[config.mk]
export PLATFORM = sky130hd
export DESIGN_NAME = zero_nibble_detector
export DESIGN_NICKNAME = d
export VERILOG_FILES = /design/src/rtl/zdet_pkg.sv /design/src/rtl/zdet_edge.sv /design/src/rtl/zdet_shift.sv /design/src/rtl/zdet_ctrl.sv /design/src/rtl/zero_nibble_detector.sv
export SDC_FILE = /design/constraint.sdc
export NUM_CORES = 1
export LEC_CHECK = 0
export BUFFER_PORTS_ARGS = -buffer_cell sky130_fd_sc_hd__buf_2
export CAP_MARGIN = 10
export CORE_AREA = 2 2 39 41
export DETAILED_ROUTE_END_ITERATION = 6
export DIE_AREA = 0 0 41 43
export PLACE_DENSITY = 0.57
export SKIP_LAST_GASP = 1
export SLEW_MARGIN = 20
export SYNTH_ARGS = -nofsm -noshare
export SYNTH_HDL_FRONTEND = slang
export SYNTH_SLANG_ARGS = --single-unit
[constraint.sdc]
create_clock -name bclk -period 2 [get_ports bclk]
set_input_delay 0 -clock bclk [delete_from_list [all_inputs] [get_ports bclk]]
set_output_delay 0 -clock bclk [all_outputs]
set_load 0.02 [all_outputs]
[src/rtl/zdet_pkg.sv]
package zdet_pkg;

    typedef enum logic [1:0] {
        ST_WAIT   = 2'd0,
        ST_GATHER = 2'd1,
        ST_HOLD   = 2'd2
    } zdet_state_e;

endpackage

[src/rtl/zdet_edge.sv]
module zdet_edge (
    input  logic clk,
    input  logic rst_n,
    input  logic sync_in,
    output logic sync_rise
);

    logic sync_q;

    always_ff @(posedge clk) begin
        if (!rst_n) sync_q <= 1'b0;
        else        sync_q <= sync_in;
    end

    assign sync_rise = sync_in & ~sync_q;


    single_rise_chk: assert property (@(posedge clk) disable iff (!rst_n)
        sync_rise |=> !sync_rise);

endmodule

[src/rtl/zdet_shift.sv]
module zdet_shift #(
    parameter int CODE_W = 4
) (
    input  logic clk,
    input  logic rst_n,
    input  logic shift_en,
    input  logic ser_bit,
    output logic word_zero
);

    localparam int HELD_W = CODE_W - 1;

    logic [HELD_W-1:0] held;
    logic [CODE_W-1:0] word_next;

    assign word_next = {held, ser_bit};
    assign word_zero = (word_next == '0);

    always_ff @(posedge clk) begin
        if (!rst_n)        held <= '0;
        else if (shift_en) held <= word_next[HELD_W-1:0];
    end

endmodule

[src/rtl/zdet_ctrl.sv]
module zdet_ctrl
    import zdet_pkg::*;
#(
    parameter int CODE_W = 4
) (
    input  logic clk,
    input  logic rst_n,
    input  logic sync_rise,
    input  logic thru,
    input  logic word_zero,
    output logic shift_en,
    output logic flag
);

    localparam int CW = (CODE_W > 2) ? $clog2(CODE_W) : 1;
    localparam logic [CW-1:0] LAST_IDX = CW'(CODE_W - 1);
    localparam logic [CW-1:0] ONE      = CW'(1);

    zdet_state_e      state, nxt;
    logic [CW-1:0]    cnt;
    logic             last_bit;

    // next state and shift control
    always_comb begin
        nxt      = state;
        shift_en = 1'b0;
        last_bit = 1'b0;
        if (sync_rise) begin
            nxt      = ST_GATHER;
            shift_en = 1'b1;
        end else begin
            unique case (state)
                ST_WAIT:   nxt = ST_WAIT;
                ST_GATHER: begin
                    shift_en = 1'b1;
                    if (cnt == LAST_IDX) begin
                        last_bit = 1'b1;
                        nxt      = ST_HOLD;
                    end
                end
                ST_HOLD:   nxt = ST_HOLD;
                default:   nxt = ST_WAIT;
            endcase
        end
    end

    // state register and bit counter
    always_ff @(posedge clk) begin
        if (!rst_n) begin
            state <= ST_WAIT;
            cnt   <= '0;
        end else begin
            state <= nxt;
            if (sync_rise)               cnt <= ONE;
            else if (state == ST_GATHER) cnt <= cnt + ONE;
        end
    end

    // output register
    always_ff @(posedge clk) begin
        if (!rst_n)        flag <= 1'b0;
        else if (thru)     flag <= 1'b0;
        else if (last_bit) flag <= word_zero;
    end


    flag_hold_chk: assert property (@(posedge clk) disable iff (!rst_n)
        (!last_bit && !thru) |=> $stable(flag));


    thru_clear_chk: assert property (@(posedge clk) disable iff (!rst_n)
        thru |=> !flag);


    frame_start_chk: assert property (@(posedge clk) disable iff (!rst_n)
        sync_rise |=> (state == ST_GATHER) && (cnt == ONE));


    hold_stay_chk: assert property (@(posedge clk) disable iff (!rst_n)
        (state == ST_HOLD && !sync_rise) |=> (state == ST_HOLD));


    zero_set_chk: assert property (@(posedge clk) disable iff (!rst_n)
        (last_bit && !thru && word_zero) |=> flag);


    cut_short_chk: assert property (@(posedge clk) disable iff (!rst_n)
        (state == ST_GATHER && sync_rise && !thru) |=> $stable(flag));

endmodule

[src/rtl/zero_nibble_detector.sv]
module zero_nibble_detector #(
    parameter int CODE_W = 4
) (
    input  logic bclk,
    input  logic rst_n,
    input  logic frame_sync,
    input  logic ser_in,
    input  logic thru_en,
    output logic zero_flag
);

    logic sync_rise;
    logic shift_en;
    logic word_zero;

    zdet_edge u_edge (
        .clk       (bclk),
        .rst_n     (rst_n),
        .sync_in   (frame_sync),
        .sync_rise (sync_rise)
    );

    zdet_shift #(.CODE_W(CODE_W)) u_shift (
        .clk       (bclk),
        .rst_n     (rst_n),
        .shift_en  (shift_en),
        .ser_bit   (ser_in),
        .word_zero (word_zero)
    );

    zdet_ctrl #(.CODE_W(CODE_W)) u_ctrl (
        .clk       (bclk),
        .rst_n     (rst_n),
        .sync_rise (sync_rise),
        .thru      (thru_en),
        .word_zero (word_zero),
        .shift_en  (shift_en),
        .flag      (zero_flag)
    );

endmodule

==> out/summary.txt <==
Top FF cell, synth -> dfxtp_1
Hold Vio Cnt, Final -> 0
CP required -> 2.18 ns
Maximum VDD drop -> 0.312 mV
Final period utilization -> 56.3%
CP endpoint kind -> flip-flop
Critical path class -> flip-flop to flip-flop
Postcts setup bufs -> 0
Slew Limit Fails -> 0
Most common cell after layout, fill and taps aside -> dfxtp_1
Internal power -> 0.289 mW
Row cnt -> 14
Detailed Place HPWL -> 510 um
Overall Global Routing Usage -> 10.1%
Post-CTS sizing -> 0
Total Power -> 0.382 mW
Worst Max-Slew Pin Slew -> 0.289 ns
Clock latency on the worst-skew pair -> 0.26 ns
Iter 0 DRT Violations -> 1
Initial antenna violation count -> 0
Maximum operating frequency -> 888 MHz
Final GP Congestion -> 0.720
Post-route cell area -> 500 um^2
Fraction of layout cells with a size suffix above 1 -> 19.2%
Status -> finished, final reports clean
WL/cell -> 10.5 um
Crit path DAT -> 1.30 ns
Critical Path Source Type -> flip-flop
Post-route DRC -> 0
Warnings, synthesis -> 0
DR pass1 iterations -> 2
RSZ-0062 raised after global routing -> no
TritonCTS buffer count -> 3
Setup Skew -> 0.00191 ns
Yosys top cell by area -> dfxtp_1
Post-Syn Nets -> 50
CTS tree -> yes
Setup TNS -> 0 ns
CTS root buffer -> clkbuf_4
Reg power frac -> 51.0%
Dpl cells -> 62
Deepest clock path buffer count -> 2
P_sw -> 0.0927 mW
Minimum clock period -> 1.13 ns
HP Class -> primary input to flip-flop
Vias in the first global route -> 285
Seq cells post-synth -> 9
Crit-path cells -> inv_1 > ha_1 > nand2b_1 > a211oi_1
Cell count after synthesis -> 42
Sequential share of the synthesized area -> 43.5%
Register area -> 180 um^2
CTS Sinks -> 9
Grt ovf -> 0
CTS clk-pin slew, worst paths -> 0.06 ns
Fin cells -> 68
PwrDens -> 763 nW/um^2
Slowest CP cell -> ha_1
CTS H-tree lvls -> 1
Commonest cells after routing, fill and taps aside -> 9 x dfxtp_1, 5 x buf_2, 4 x nand3b_1, 4 x o21ai_0, 4 x a21boi_0
Die width -> 41 um
Fillers -> 141
Final Setup Violations -> 0
Initial Util -> 29.9%
Area of the multi-input gates -> 225 um^2
Final core occ -> 36.2%
Critical path buffers and inverters -> 1
CP max FO -> 9
Routed vias -> 324
Number of synthesized flops with an enable pin -> 0
Synth area leaders -> dfxtp_1 44%, ha_1 9.1%, a21boi_0 7.3%
Logic pwr share -> 11.7%
Area fraction of the dominant cell type after synthesis -> 43.5%
ANT nets after route -> 0
I/O Buffers -> 5
Post-detailed-route via-to-cell ratio -> 4.76
Post-Syn Area -> 414 um^2
Slew HR -> 80.8%
# hold bufs at CTS -> 2
Die H -> 43 um
Ys async rst share -> 0%
First-pass GRT wire length -> 1.17 mm
Maxcap violations -> 0
Antenna Cells -> 0
Die ar. -> 1760 um^2
Crit path max-delay family -> adder cells
Sw Ratio -> 24.3%
DP Area -> 454 um^2
Power share of the clock group -> 37.3%
Crit-path max cell delay -> 0.32 ns
Routed wire length -> 711 um
Top-Level Pins -> 6
Core Area -> 1380 um^2
Pin count of the biggest net entering global routing -> 10
Total Nets Final -> 61
Syn Area/Cell -> 9.86 um^2
Synth unique cells -> 20
Leak pwr -> 0.191 nW
Syn-to-layout area delta -> 20.8%
## tightest hold or removal path: stages
cell and delay [ns]:
buf_2 0.11, o21ai_0 0.06, a21boi_0 0.07
## synth_stat cells (2+ instances only)
library cell and count:
nand2_1 2, nand2b_1 2, a21boi_0 4, nand3b_1 4, o21ai_0 4, dfxtp_1 9, ha_1 3, nor2_1 2
## worst paths after layout
path,start,depth (start not counted),slack (ns),to
worst max-delay path,u_ctrl.state[1],4,0.87,u_ctrl.state[1]
worst min-delay path,ser_in,3,0.03,u_shift.held[0]
worst max register to register,u_ctrl.state[1],4,0.87,u_ctrl.state[1]
worst min register to register,u_ctrl.flag,2,0.47,u_ctrl.flag
## final cells by class
cell class,instances,area share (%)
well taps,16,4.00
inverters,1,0.750
repair buffers,7,9.00
multi-input cells,31,45.0
clock buffers,4,5.25
flip-flops and latches,9,36.0
## sequential cells by signal, indices dropped and copies added, names as in the netlist
register	count
u_ctrl.flag	1
u_shift.held	3
u_ctrl.state	2
u_ctrl.cnt	2
u_edge.sync_q	1
## cells by family (layout without fill, tap and decap cells)
group / count (synthesis) / in the layout / synth area share, %
flops: 9 / 9 / 43.5
simple gates: 15 / 15 / 23.9
buf+inv: 2 / 12 / 2.11
fa+ha+maj: 3 / 3 / 9.06
compound gates: 11 / 11 / 16.9
xor+xnor: 1 / 1 / 2.12
mux: 1 / 1 / 2.42
## power groups by stage
stage | clock [mW] | sequential, mW | combinational [mW]
final | 0.142 | 0.195 | 0.0447
after global routing | 0.154 | 0.196 | 0.0504
after CTS | 0.146 | 0.195 | 0.0450
after detailed placement | 0 | 0.199 | 0.0414
after global placement | 0 | 0.199 | 0.0413
after floorplan | 0 | 0.198 | 0.0301
## routing by layer
| metal | up-vias | GRT usage [%] | routed length (um) |
|---|---|---|---|
| li1 | 168 | - | - |
| met1 | 144 | 13.4 | 387 |
| met2 | 7 | 12.8 | 273 |
| met3 | 5 | 3.14 | 28 |
| met4 | 0 | 8.00 | 22 |
| met5 | - | 0 | 0 |
## metrics by stage
| stage | hold slack [ns] | setup WS, ns |
|---|---|---|
| after floorplan | 0.122 | 0.965 |
| after global placement | 0.243 | 0.909 |
| after detailed placement | 0.248 | 0.910 |
| after CTS | 0.0194 | 0.880 |
| after global routing | 0.0375 | 0.778 |
| final | 0.0271 | 0.874 |
Note: power is estimated with default switching activity, not from simulation.
